===== config.mk =====
export PLATFORM = sky130hd
export DESIGN_NAME = rdcal_ctrl
export DESIGN_NICKNAME = d
export VERILOG_FILES = /design/src/rtl/rdcal_pkg.sv /design/src/rtl/rdcal_seq.sv /design/src/rtl/rdcal_sweep.sv /design/src/rtl/rdcal_status.sv /design/src/rtl/rdcal_ctrl.sv
export SDC_FILE = /design/constraint.sdc
export NUM_CORES = 1
export LEC_CHECK = 0
export BUFFER_PORTS_ARGS = -buffer_cell sky130_fd_sc_hd__buf_4
export CAP_MARGIN = 20
export CORE_MARGIN = 1.5
export CORE_UTILIZATION = 47
export CTS_BUF_LIST = sky130_fd_sc_hd__clkbuf_2
export CTS_CLUSTER_SIZE = 40
export DETAILED_ROUTE_END_ITERATION = 16
export HOLD_SLACK_MARGIN = 0.06
export PLACE_DENSITY_LB_ADDON = 0.05
export SLEW_MARGIN = 10
export SYNTH_ARGS = -nofsm -noshare
export SYNTH_HDL_FRONTEND = slang
export SYNTH_HIERARCHICAL = 1
export SYNTH_SLANG_ARGS = --single-unit
export TNS_END_PERCENT = 100

===== constraint.sdc =====
create_clock -name clk -period 3.85 [get_ports clk]
set_input_delay 0.77 -clock clk [delete_from_list [all_inputs] [get_ports clk]]
set_output_delay 0.77 -clock clk [all_outputs]
set_load 0.1 [all_outputs]

===== src/rtl/rdcal_pkg.sv =====
package rdcal_pkg;

   typedef enum logic [3:0] {
      ST_IDLE,
      ST_FILL,
      ST_RST,
      ST_LVL,
      ST_DQSMV,
      ST_SLIP,
      ST_READ,
      ST_INC,
      ST_NEXT,
      ST_DONE
   } cal_st_e;

   function automatic int idx_bits(input int n);
      return (n > 1) ? $clog2(n) : 1;
   endfunction

endpackage


===== src/rtl/rdcal_seq.sv =====
module rdcal_seq
   import rdcal_pkg::*;
#(
   parameter int LANES  = 4,
   parameter int LANE_W = 2
) (
   input  logic              clk,
   input  logic              rst_n,
   input  logic              start,
   input  logic              fill_ack,
   input  logic              lvl_sample,
   input  logic              dqs_ack,
   input  logic              slip_ack,
   input  logic              sw_pass,
   input  logic              sw_fail,
   input  logic              sw_retry,
   output cal_st_e           st,
   output logic [LANE_W-1:0] lane,
   output logic              slip_used
);

   localparam logic [LANE_W-1:0] LAST_LANE = LANE_W'(LANES - 1);

   cal_st_e st_nx;
   logic    lane_last;

   assign lane_last = (lane == LAST_LANE);

   always_comb begin
      st_nx = st;
      unique case (st)
         ST_IDLE:  if (start) st_nx = ST_FILL;
         ST_FILL:  if (fill_ack) st_nx = ST_RST;
         ST_RST:   st_nx = ST_LVL;
         ST_LVL:   st_nx = lvl_sample ? ST_DQSMV : ST_READ;
         ST_DQSMV: if (dqs_ack) st_nx = ST_SLIP;
         ST_SLIP:  if (slip_ack) st_nx = ST_READ;
         ST_READ: begin
            if (sw_pass || sw_fail) st_nx = ST_NEXT;
            else if (sw_retry)      st_nx = ST_INC;
         end
         ST_INC:   st_nx = ST_READ;
         ST_NEXT:  st_nx = lane_last ? ST_DONE : ST_RST;
         ST_DONE:  st_nx = ST_IDLE;
         default:  st_nx = ST_IDLE;
      endcase
   end

   always_ff @(posedge clk) begin
      if (!rst_n) begin
         st        <= ST_IDLE;
         lane      <= '0;
         slip_used <= 1'b0;
      end else begin
         st <= st_nx;
         if (st == ST_IDLE && start)
            lane <= '0;
         else if (st == ST_NEXT && !lane_last)
            lane <= lane + 1'b1;
         if (st == ST_RST)
            slip_used <= 1'b0;
         else if (st == ST_LVL && lvl_sample)
            slip_used <= 1'b1;
      end
   end

endmodule


===== src/rtl/rdcal_sweep.sv =====
module rdcal_sweep #(
   parameter int TAP_W     = 5,
   parameter int CONSIST_N = 16,
   parameter int CNT_W     = 4
) (
   input  logic             clk,
   input  logic             rst_n,
   input  logic             clr,
   input  logic             inc,
   input  logic             rd_done,
   input  logic             rd_match,
   output logic [TAP_W-1:0] tap,
   output logic             fail_q,
   output logic             pass,
   output logic             fail,
   output logic             retry
);

   localparam logic [CNT_W-1:0] RUN_LAST = CNT_W'(CONSIST_N - 1);

   logic [CNT_W-1:0] run_cnt;
   logic             at_top;
   logic             run_full;

   assign at_top   = &tap;
   assign run_full = (run_cnt == RUN_LAST);
   assign pass     = rd_done &&  rd_match && run_full;
   assign fail     = rd_done && !rd_match && at_top;
   assign retry    = rd_done && !rd_match && !at_top;

   always_ff @(posedge clk) begin
      if (!rst_n || clr) begin
         tap     <= '0;
         run_cnt <= '0;
         fail_q  <= 1'b0;
      end else begin
         if (inc)
            tap <= tap + 1'b1;
         if (rd_done)
            run_cnt <= rd_match ? run_cnt + 1'b1 : '0;
         if (fail)
            fail_q <= 1'b1;
      end
   end

endmodule


===== src/rtl/rdcal_status.sv =====
module rdcal_status #(
   parameter int LANES  = 4,
   parameter int LANE_W = 2,
   parameter int TAP_W  = 5
) (
   input  logic                   clk,
   input  logic                   rst_n,
   input  logic                   clr,
   input  logic                   wr,
   input  logic [LANE_W-1:0]      lane,
   input  logic                   slip,
   input  logic [TAP_W-1:0]       tap,
   input  logic                   fail,
   output logic [LANES-1:0]       st_slip,
   output logic [LANES*TAP_W-1:0] st_tap,
   output logic [LANES-1:0]       st_fail
);

   for (genvar i = 0; i < LANES; i++) begin : g_lane
      always_ff @(posedge clk) begin
         if (!rst_n || clr) begin
            st_slip[i]              <= 1'b0;
            st_tap[i*TAP_W +: TAP_W] <= '0;
            st_fail[i]              <= 1'b0;
         end else if (wr && lane == LANE_W'(i)) begin
            st_slip[i]              <= slip;
            st_tap[i*TAP_W +: TAP_W] <= tap;
            st_fail[i]              <= fail;
         end
      end
   end

endmodule


===== src/rtl/rdcal_ctrl.sv =====
module rdcal_ctrl
   import rdcal_pkg::*;
#(
   parameter int LANES     = 4,
   parameter int TAP_W     = 5,
   parameter int CONSIST_N = 16
) (
   input  logic                                  clk,
   input  logic                                  rst_n,
   input  logic                                  start,
   output logic                                  fill_req,
   input  logic                                  fill_ack,
   output logic [idx_bits(LANES)-1:0]            lane_sel,
   output logic                                  dly_rst,
   input  logic                                  lvl_sample,
   output logic                                  dqs_req,
   input  logic                                  dqs_ack,
   output logic                                  slip_req,
   input  logic                                  slip_ack,
   output logic                                  dly_inc,
   output logic                                  rd_req,
   input  logic                                  rd_ack,
   input  logic                                  rd_match,
   output logic                                  busy,
   output logic                                  done,
   output logic [LANES-1:0]                      lane_slip,
   output logic [LANES*TAP_W-1:0]                lane_tap,
   output logic [LANES-1:0]                      lane_fail
);

   localparam int LANE_W = idx_bits(LANES);
   localparam int CNT_W  = idx_bits(CONSIST_N);

   if (LANES < 1) begin : g_bad_lanes
      $error("rdcal_ctrl: LANES must be at least 1");
   end
   if (TAP_W < 1 || TAP_W > 16) begin : g_bad_tap
      $error("rdcal_ctrl: TAP_W must be within 1..16");
   end
   if (CONSIST_N < 2) begin : g_bad_run
      $error("rdcal_ctrl: CONSIST_N must be at least 2");
   end

   cal_st_e          st;
   logic [LANE_W-1:0] lane;
   logic             slip_used;
   logic [TAP_W-1:0] tap;
   logic             fail_q;
   logic             sw_pass, sw_fail, sw_retry;
   logic             rd_done;

   assign rd_done = rd_req && rd_ack;

   rdcal_seq #(.LANES(LANES), .LANE_W(LANE_W)) u_seq (
      .clk        (clk),
      .rst_n      (rst_n),
      .start      (start),
      .fill_ack   (fill_ack),
      .lvl_sample (lvl_sample),
      .dqs_ack    (dqs_ack),
      .slip_ack   (slip_ack),
      .sw_pass    (sw_pass),
      .sw_fail    (sw_fail),
      .sw_retry   (sw_retry),
      .st         (st),
      .lane       (lane),
      .slip_used  (slip_used)
   );

   rdcal_sweep #(.TAP_W(TAP_W), .CONSIST_N(CONSIST_N), .CNT_W(CNT_W)) u_sweep (
      .clk      (clk),
      .rst_n    (rst_n),
      .clr      (st == ST_RST),
      .inc      (st == ST_INC),
      .rd_done  (rd_done),
      .rd_match (rd_match),
      .tap      (tap),
      .fail_q   (fail_q),
      .pass     (sw_pass),
      .fail     (sw_fail),
      .retry    (sw_retry)
   );

   rdcal_status #(.LANES(LANES), .LANE_W(LANE_W), .TAP_W(TAP_W)) u_status (
      .clk     (clk),
      .rst_n   (rst_n),
      .clr     (st == ST_IDLE && start),
      .wr      (st == ST_NEXT),
      .lane    (lane),
      .slip    (slip_used),
      .tap     (tap),
      .fail    (fail_q),
      .st_slip (lane_slip),
      .st_tap  (lane_tap),
      .st_fail (lane_fail)
   );

   assign lane_sel = lane;
   assign fill_req = (st == ST_FILL);
   assign dly_rst  = (st == ST_RST);
   assign dqs_req  = (st == ST_DQSMV);
   assign slip_req = (st == ST_SLIP);
   assign rd_req   = (st == ST_READ);
   assign dly_inc  = (st == ST_INC);
   assign done     = (st == ST_DONE);
   assign busy     = (st != ST_IDLE);

endmodule


==> results of run 1 <==
registers in the layout (all words and copies together), names as in the netlist:
name and cells:
u_sweep/fail_q 1, u_sweep/tap 5, u_status/st_fail 4, u_status/st_slip 4
u_seq/slip_used 1, u_status/st_tap 20, u_sweep/run_cnt 4, u_seq/lane 2
u_seq/st 4
through the flow:
step	cells	power [uW]	area (um^2)	util (%)
after detailed placement	312	617	2570	57.6
final	320	870	2640	59.0
after CTS	320	880	2640	59.0
after floorplan	230	590	2240	-
after global routing	320	907	2640	59.0
after global placement	312	616	2570	57.6
area by class of cell:
class | count | share of cell area (%)
Multi-Input combinational cell | 165 | 47.3
Sequential cell | 45 | 34.1
Timing Repair Buffer | 46 | 13.1
Tap cell | 52 | 2.46
Clock inverter | 3 | 1.56
Clock buffer | 5 | 0.947
Inverter | 4 | 0.568
cell usage after synthesis (all sizes together):
master and number:
nand3 4, mux2i 30, dfxtp 45, a21oi 6, or3b 1, nor3b 1, a31oi 1, a211oi 1
o41ai 1, nand4 3, o41a 1, and2b 2, nand4b 2, o221a 1, o211a 1, nor2 16
a22oi 1, nand3b 38, buf 8, and3b 1, ha 4, o21ai 3, xor2 2, nand2 5
o21ba 1, or3 3, a31o 1, clkbuf 8, o211ai 2, o22ai 1, or2 1, o32a 1
mux2 2, and3 5, nand2b 11, nor3 9, a311oi 2, inv 4, xnor2 1
worst reg2reg max path: cells and delay by family, from the launching register on:
| kind | cells | cell delay (ns) |
|---|---|---|
| flops | 1 | 0.73 |
| mux | 1 | 0.30 |
| simple gates | 3 | 1.26 |
power breakdown:
group	switching [uW]	leakage, uW	internal, uW
sequential	13.5	0.000363	470
clock	155	0.0000366	107
combinational	77.1	0.000750	47.2
final timing paths:
path	startpoint	to	slack [ns]
max	u_seq/st[1]$_SDFFE_PN0P_	dly_inc	1.01
min	u_status/st_tap[12]$_SDFFE_PP0P_	u_status/st_tap[12]$_SDFFE_PP0P_	0.51
max reg2reg	u_seq/st[3]$_SDFFE_PN0P_	u_status/st_fail[1]$_SDFFE_PP0P_	1.53
min reg2reg	u_status/st_tap[12]$_SDFFE_PP0P_	u_status/st_tap[12]$_SDFFE_PP0P_	0.51
metal layers:
layer  track usage [%]  vias up
met2              30.7       49
met1              26.7      824
met4              7.76        0
li1                  -      906
met3              3.89        8
met5                 0        -
cell families after synthesis:
family | Yosys count
fa+ha+maj | 4
buf+inv | 20
xor+xnor | 3
flops | 45
mux | 32
compound gates | 24
simple gates | 102
==> impl_metrics.env, run 1 <==
export IMPL_synth_seq_cells=45
export IMPL_cap_violations=0
export IMPL_start_util_pct=50.1
export IMPL_path_max_fanout=19
export IMPL_io_pins=47
export IMPL_path_delay_family="flip-flops"
export IMPL_grt_usage_pct=19.6
export IMPL_via_count=1787
export IMPL_core_mm2=0.00447
export IMPL_rsz0062_at_grt="false"
export IMPL_clock_sinks=45
export IMPL_place_gp_congestion=0.795
export IMPL_max_stage_delay_ns=0.77
export IMPL_final_common_cell="buf_4"
export IMPL_cts_root_buf="clkbuf_2"
export IMPL_syn_inst=230
export IMPL_fill_cells=406
export IMPL_worstPathRequired_ns=3.08
export IMPL_antenna_found_initial=0
export IMPL_reg2reg_depth=4
export IMPL_period_minus_slack_ns=2.84
export IMPL_cp_buffers_inverters=1
export IMPL_maxUsedRoutingLayer="met4"
export IMPL_synth_area_mux_share_pct=14.4
export IMPL_hold_class="reg2reg"
export IMPL_fmax_ghz=0.352
export IMPL_grt_overflow_total=0
export IMPL_final_cell_mix="46 x buf_4, 45 x dfxtp_1, 38 x nand3b_1, 30 x mux2i_1, 16 x nor2_1"
export IMPL_die_w_um=72.1
export IMPL_drc=0
export IMPL_met2WireLength_mm=2.27
export IMPL_critPathLaunchType="flip-flop"
export IMPL_cts_tree="yes"
export IMPL_multiInputGateArea_mm2=0.00125
export IMPL_clock_skew_ns=0.0155
export IMPL_synthSimpleGateAreaFrac_pct=30.0
export IMPL_end_kind="output pin"
export IMPL_cts_reportedPaths_clkPinSlew_ns=0.23
export IMPL_vdd_ir_drop_max_uv=158
export IMPL_yosysTopAreaCell="dfxtp_1"
export IMPL_cts_made_buffers=5
export IMPL_synth_top_area_share_pct=40.2
export IMPL_die_area_mm2=0.00520
export IMPL_die_h_um=72.1
export IMPL_path_depth=3
export IMPL_h_tree_depth=2
export IMPL_n_antenna_cell=0
export IMPL_port_buffer_count=46
export IMPL_routed_via_density=5.58
export IMPL_grt_pass1_wl_mm=7.94
export IMPL_synth_area_per_cell_um2=9.75
export IMPL_yosys_warnings=6
export IMPL_wl_per_cell_um=15.3
export IMPL_routed_wl_mm=4.88
export IMPL_seqCellArea_um2=901
export IMPL_powerDensity_mw_per_mm2=329
export IMPL_path_class="reg2out"
export IMPL_postCtsSetupRepairBufs=0
export IMPL_synth_top_family_by_area="simple AND/OR/NAND/NOR gates"
export IMPL_grt_start_max_net_pins=40
export IMPL_drive_above_1_share_pct=24.3
export IMPL_p_leak_uw=0.00115
export IMPL_area_growth_syn_to_layout_pct=17.7
export IMPL_pre_cts_ws_ns=1.48
export IMPL_antenna_left=0
export IMPL_setup_tns_ns=0
export IMPL_synth_adder_area_share_pct=2.23
export IMPL_ys_types=44
export IMPL_hold_buffers=0
export IMPL_netlist_area_mm2=0.00224
export IMPL_cp_slowest_cell="dfxtp_1"
export IMPL_synth_area_top_cells="dfxtp_1 40%, mux2i_1 13%, nand3b_1 13%"
export IMPL_drtIter0Drc=118
export IMPL_syn_num_nets=243
export IMPL_cp_cell_sequence="nand2_1 > nor2_1 > buf_4"
export IMPL_wl_met3_um=196
export IMPL_synth_compound_gate_area_share_pct=7.86
export IMPL_synth_xor_area_share_pct=1.17
export IMPL_whs_ns=0.509
export IMPL_routedLengthMet1_mm=2.34
export IMPL_finalMaxSlewViolations=0
export IMPL_clk_path_buf_depth=2
export IMPL_final_nets=280
export IMPL_hold_path_cell_count=2
export IMPL_slew_headroom_pct=35.3
export IMPL_critPathArrivalTime_ns=2.07
export IMPL_finalCritPeriodShare_pct=73.8
export IMPL_yosysSeqAreaShare_pct=40.2
export IMPL_hpwl_mm=3.27
export IMPL_grt_pass1_vias=1644
export IMPL_firstDrtPassIters=4
export IMPL_hold_viol=0
export IMPL_clk_latency_ns=0.41
export IMPL_finalWorstSetupSlack_ns=1.01
export IMPL_worst_slew_pin_slew_ns=0.970
export IMPL_status="completed"
export IMPL_ctsResizeCount=0
export IMPL_std_cell_rows=24
export IMPL_setup_violations=0
Power figures use the tool's default switching activity.
==> run 2: changes to the inputs <==
- clock period: 3.85 -> 2.8 ns (I/O delays scaled with it)
==> run 2 against run 1 <==
  * Global-route usage up 0.56 points
  * Hold slack worse by 0.083 ns
  * Routed wire length up 2.4%
  * Sequential power up 35%
  * Count of clock-buffer cells in the layout unchanged
  * Clock skew about the same
  * Combinational power up 56%
  * Die area unchanged
  * Critical endpoint unchanged
  * Highest routed layer unchanged
==> impl_metrics.env, run 2 (synthesis gave the netlist of run 1 again) <==
export IMPL_setup_tns_ns=0
export IMPL_std_cell_rows=24
export IMPL_area_growth_syn_to_layout_pct=20.9
export IMPL_finalCritPeriodShare_pct=86.6
export IMPL_fill_cells=418
export IMPL_grt_pass1_wl_mm=8.27
export IMPL_hold_buffers=0
export IMPL_powerDensity_mw_per_mm2=446
export IMPL_drive_above_1_share_pct=27.2
export IMPL_final_nets=288
export IMPL_worst_slew_pin_slew_ns=0.666
export IMPL_path_class="reg2out"
export IMPL_clk_latency_ns=0.41
export IMPL_period_minus_slack_ns=2.43
export IMPL_worstPathRequired_ns=2.24
export IMPL_via_count=1857
export IMPL_largest_register_ffs=20
export IMPL_pre_cts_ws_ns=0.679
export IMPL_timing_rr_start="u_seq/st[0]$_SDFFE_PN0P_"
export IMPL_die_area_mm2=0.00520
export IMPL_clock_skew_ns=0.0150
export IMPL_grt_pass1_vias=1762
export IMPL_grt_start_max_net_pins=40
export IMPL_critPathArrivalTime_ns=1.87
export IMPL_regMostFlops="u_status/st_tap"
export IMPL_cap_violations=0
export IMPL_status="completed"
export IMPL_place_gp_congestion=0.818
export IMPL_multiInputGateArea_mm2=0.00126
export IMPL_cts_reportedPaths_clkPinSlew_ns=0.22
export IMPL_clk_path_buf_depth=2
export IMPL_hold_viol=0
export IMPL_rsz0062_at_grt="false"
export IMPL_reg2reg_depth=7
export IMPL_endpoint="dly_inc"
export IMPL_drtIter0Drc=99
export IMPL_die_h_um=72.1
export IMPL_routed_via_density=5.66
export IMPL_reg2reg_slack_ns=0.74
export IMPL_antenna_found_initial=0
export IMPL_routed_wl_mm=5.00
export IMPL_ctsResizeCount=0
export IMPL_start_util_pct=50.1
export IMPL_reg_top3="u_status/st_tap x20, u_sweep/tap x5"
export IMPL_end_kind="output pin"
export IMPL_final_cell_mix="54 x buf_4, 45 x dfxtp_1, 38 x nand3b_1, 30 x mux2i_1, 16 x nor2_1"
export IMPL_worstReg2RegEnd="u_seq/st[0]$_SDFFE_PN0P_"
export IMPL_whs_ns=0.427
export IMPL_cts_tree="yes"
export IMPL_cts_root_buf="clkbuf_2"
export IMPL_core_mm2=0.00447
export IMPL_setup_violations=0
export IMPL_p_leak_uw=0.00120
export IMPL_port_buffer_count=46
export IMPL_die_w_um=72.1
export IMPL_crit_start="u_seq/st[0]$_SDFFE_PN0P_"
export IMPL_finalMaxSlewViolations=0
export IMPL_antenna_left=0
export IMPL_final_common_cell="buf_4"
export IMPL_fmax_ghz=0.412
export IMPL_drc=0
export IMPL_firstDrtPassIters=4
export IMPL_path_max_fanout=9
export IMPL_n_antenna_cell=0
export IMPL_seqCellArea_um2=901
export IMPL_vdd_ir_drop_max_uv=241
export IMPL_clock_sinks=45
export IMPL_slew_headroom_pct=55.6
export IMPL_critPathLaunchType="flip-flop"
export IMPL_hold_class="in2reg"
export IMPL_cts_made_buffers=5
export IMPL_grt_usage_pct=20.2
export IMPL_postCtsSetupRepairBufs=0
export IMPL_io_pins=47
export IMPL_grt_overflow_total=0
export IMPL_wl_per_cell_um=15.2
export IMPL_h_tree_depth=2
export IMPL_finalWorstSetupSlack_ns=0.374
export IMPL_hpwl_mm=3.50
-- run 2: cell types whose count changed in the layout (fill, tap and decap cells not counted) --
cell    delta
buf_4      +8
nor3_1     -2
nor3_2     +2
-- run 2: worst min-delay path by stage --
stage / slack [ns] / startpoint / end / depth (start not counted)
2_1_floorplan: 0.45 / u_sweep/fail_q$_SDFFE_PP0P_ / u_sweep/fail_q$_SDFFE_PP0P_ / 1
3_3_place_gp: 0.48 / u_status/st_tap[10]$_SDFFE_PP0P_ / u_status/st_tap[10]$_SDFFE_PP0P_ / 2
3_5_place_dp: 0.47 / u_sweep/fail_q$_SDFFE_PP0P_ / u_sweep/fail_q$_SDFFE_PP0P_ / 1
4_1_cts: 0.39 / rd_match / u_sweep/run_cnt[0]$_SDFFE_PP0P_ / 3
5_1_grt: 0.38 / rd_match / u_sweep/run_cnt[1]$_SDFFE_PP0P_ / 3
6_report: 0.43 / rd_match / u_sweep/run_cnt[0]$_SDFFE_PP0P_ / 3
-- run 2: per-stage QoR --
step           std cells  utilization (%)  power [uW]  area, um^2
3_3_place_gp         320             59.1         860        2650
5_1_grt              328             60.6        1260        2710
2_1_floorplan        230                -         813        2250
6_report             328             60.6        1210        2710
4_1_cts              328             60.6        1220        2710
3_5_place_dp         320             59.1         860        2650
-- run 2: worst max-delay path, stage by stage, from the launching register on --
cell	delay, ns
dfxtp_1	0.60
nand2_1	0.08
nor2_1	0.40
buf_4	0.38
-- run 2: where the power goes --
group          internal (uW)  leakage, uW  switching [uW]
sequential               647     0.000363            8.21
clock                    148    0.0000366             213
combinational           73.6     0.000799             119
total                    868      0.00120             340
-- run 2: area by class of cell --
| class | count | share of cell area [%] |
|---|---|---|
| multi-input cells | 165 | 46.4 |
| flip-flops and latches | 45 | 33.2 |
| repair buffers | 54 | 15.0 |
| well taps | 52 | 2.40 |
| clock inverters | 3 | 1.52 |
| clock buffers | 5 | 0.923 |
| inverters | 4 | 0.554 |
-- run 2: metal layers --
layer / GRT usage, % / routed length [um]
met1: 27.3 / 2430
met2: 32.5 / 2310
met5: 0 / 0
met3: 4.03 / 206
met4: 6.29 / 50
==> run 3: changes to the inputs <==
- CORE_MARGIN: 1.5 -> 3
- CTS_BUF_LIST: sky130_fd_sc_hd__clkbuf_2 -> sky130_fd_sc_hd__clkbuf_8 sky130_fd_sc_hd__clkbuf_16
- GPL_TIMING_DRIVEN: not set -> 0
==> run 3 against run 2 <==
  * Hold slack better by 0.060 ns
  * Non-clock buffer count rose by 8
  * Power grew 5.0%
  * Sequential power barely moved
  * Core utilization up 1.0 points
  * Setup slack gained 0.40 ns
  * Sequential share of layout area down 0.56 points
  * Global-route usage shrank 1.5 points
  * Critical path type is now reg2reg
  * Largest power group unchanged
==> impl_metrics.env, run 3 (synthesis gave the netlist of run 1 again) <==
export IMPL_postCtsSetupRepairBufs=0
export IMPL_routed_via_density=5.57
export IMPL_critPathLaunchType="flip-flop"
export IMPL_power_switching_share_pct=29.4
export IMPL_port_buffer_count=46
export IMPL_antenna_left=0
export IMPL_die_h_um=75.1
export IMPL_cp_slowest_cell="dfxtp_1"
export IMPL_cap_violations=0
export IMPL_routed_wl_mm=5.07
export IMPL_die_w_um=75.1
export IMPL_final_nets=296
export IMPL_grt_overflow_total=0
export IMPL_power_internal_uw=895
export IMPL_worstPathRequired_ns=3.00
export IMPL_setup_violations=0
export IMPL_cts_made_buffers=5
export IMPL_cts_reportedPaths_clkPinSlew_ns=0.09
export IMPL_p_sw_uw=373
export IMPL_grt_start_max_net_pins=17
export IMPL_place_gp_congestion=0.907
export IMPL_clock_skew_ns=0.0105
export IMPL_wl_per_cell_um=15.1
export IMPL_final_common_cell="buf_4"
export IMPL_h_tree_depth=2
export IMPL_power_share_combinational_pct=15.0
export IMPL_drive_above_1_share_pct=26.8
export IMPL_worst_slew_pin_slew_ns=0.683
export IMPL_via_count=1872
export IMPL_fmax_ghz=0.493
export IMPL_firstDrtPassIters=4
export IMPL_drtIter0Drc=94
export IMPL_die_area_mm2=0.00564
export IMPL_p_clk_share_pct=33.3
export IMPL_hold_class="reg2reg"
export IMPL_clk_latency_ns=0.30
export IMPL_seq_power_share_pct=51.7
export IMPL_path_class="reg2reg"
export IMPL_drc=0
export IMPL_path_max_fanout=10
export IMPL_vdd_ir_drop_max_uv=256
export IMPL_grt_pass1_vias=1680
export IMPL_fin_area_mm2=0.00276
export IMPL_dpl_instance_area_mm2=0.00266
export IMPL_setup_tns_ns=0
export IMPL_final_cell_mix="47 x buf_4, 45 x dfxtp_1, 38 x nand3b_1, 30 x mux2i_1, 16 x nor2_1"
export IMPL_powerDensity_mw_per_mm2=460
export IMPL_p_leak_uw=0.00121
export IMPL_fill_cells=406
export IMPL_cp_cell_sequence="nand2b_4 > nor3_2 > buf_4 > nand2b_1 > nor2_1 > o211ai_1 > o211a_1 > o221a_2"
export IMPL_cts_tree="yes"
export IMPL_n_antenna_cell=0
export IMPL_finalMaxSlewViolations=0
export IMPL_period_minus_slack_ns=2.03
export IMPL_clock_sinks=45
export IMPL_end_kind="flip-flop"
export IMPL_status="completed"
export IMPL_core_mm2=0.00447
export IMPL_grt_pass1_wl_mm=8.10
export IMPL_path_delay_family="simple AND/OR/NAND/NOR gates"
export IMPL_slew_headroom_pct=54.1
export IMPL_p_total_uw=1270
export IMPL_rsz0062_at_grt="false"
export IMPL_area_growth_syn_to_layout_pct=22.9
export IMPL_critPathArrivalTime_ns=2.23
export IMPL_cp_buffers_inverters=1
export IMPL_cts_root_buf="clkbuf_8"
export IMPL_largest_register_ffs=20
export IMPL_max_stage_delay_ns=0.58
export IMPL_grt_usage_pct=18.7
export IMPL_hold_viol=0
export IMPL_reg_top3="u_status/st_tap x20, u_sweep/tap x5"
export IMPL_std_cell_rows=24
export IMPL_start_util_pct=50.1
export IMPL_finalCritPeriodShare_pct=72.5
export IMPL_antenna_found_initial=0
export IMPL_reg2reg_slack_ns=0.77
export IMPL_hold_buffers=0
export IMPL_regMostFlops="u_status/st_tap"
export IMPL_ctsResizeCount=0
export IMPL_hpwl_mm=3.63
export IMPL_clk_path_buf_depth=2
export IMPL_io_pins=47
## run 3: cell count changes in the layout (fill, tap and decap cells not counted)
cell | previous run | this run
buf_6 | 0 | 1
clkbuf_8 | 0 | 5
clkbuf_1 | 0 | 8
clkbuf_2 | 5 | 0
clkinv_4 | 0 | 1
bufinv_16 | 1 | 0
buf_2 | 0 | 6
clkinv_1 | 1 | 0
buf_4 | 54 | 47
inv_6 | 0 | 1
## run 3: worst reg2reg max path, delay by kind of cell, from the launching register on
family,cells,cell delay [ns]
AO/OA/AOI/OAI,3,0.57
flip-flops,1,0.58
buffers and inverters,1,0.17
AND/OR/NAND/NOR,4,0.61
## run 3: through the flow
step	setup slack [ns]	util (%)	hold slack [ns]	instances
finish	0.771	61.6	0.486	336
global route	0.600	61.6	0.512	336
CTS	0.783	61.6	0.490	336
detailed placement	0.796	59.5	0.468	328
global placement	0.798	59.5	0.458	328
floorplan	0.154	-	0.450	230
## run 3: worst paths after layout
path | start | to | cells after the start
worst max-delay path | u_seq/st[1]$_SDFFE_PN0P_ | u_seq/st[0]$_SDFFE_PN0P_ | 8
worst min-delay path | u_sweep/fail_q$_SDFFE_PP0P_ | u_sweep/fail_q$_SDFFE_PP0P_ | 1
worst max register to register | u_seq/st[1]$_SDFFE_PN0P_ | u_seq/st[0]$_SDFFE_PN0P_ | 8
worst min register to register | u_sweep/fail_q$_SDFFE_PP0P_ | u_sweep/fail_q$_SDFFE_PP0P_ | 1
## run 3: cell type report
| cell class | instances | area, um^2 | share of cell area [%] |
|---|---|---|---|
| Clock buffer | 5 | 68.8 | 2.50 |
| Multi-Input combinational cell | 165 | 1260 | 45.6 |
| Sequential cell | 45 | 901 | 32.7 |
| Timing Repair Buffer | 46 | 345 | 12.5 |
| Clock inverter | 3 | 25.0 | 0.907 |
| Inverter | 4 | 15.0 | 0.544 |
| Buffer | 16 | 78.8 | 2.86 |
| Tap cell | 52 | 65.1 | 2.36 |
## run 3: power by group through the flow
stage | sequential, uW | clock [uW] | combinational (uW)
after floorplan | 668 | 0 | 146
after global placement | 670 | 0 | 188
after detailed placement | 670 | 0 | 187
after CTS | 655 | 436 | 189
after global routing | 656 | 463 | 201
final | 656 | 423 | 190
## run 3: routing by layer
| layer | wire length (um) | global-route usage (%) | part of all wire (%) |
|---|---|---|---|
| met5 | 0 | 0 | 0 |
| met4 | 74 | 6.32 | 1.5 |
| met3 | 259 | 4.14 | 5.1 |
| met2 | 2320 | 29.5 | 46 |
| met1 | 2420 | 25.2 | 48 |
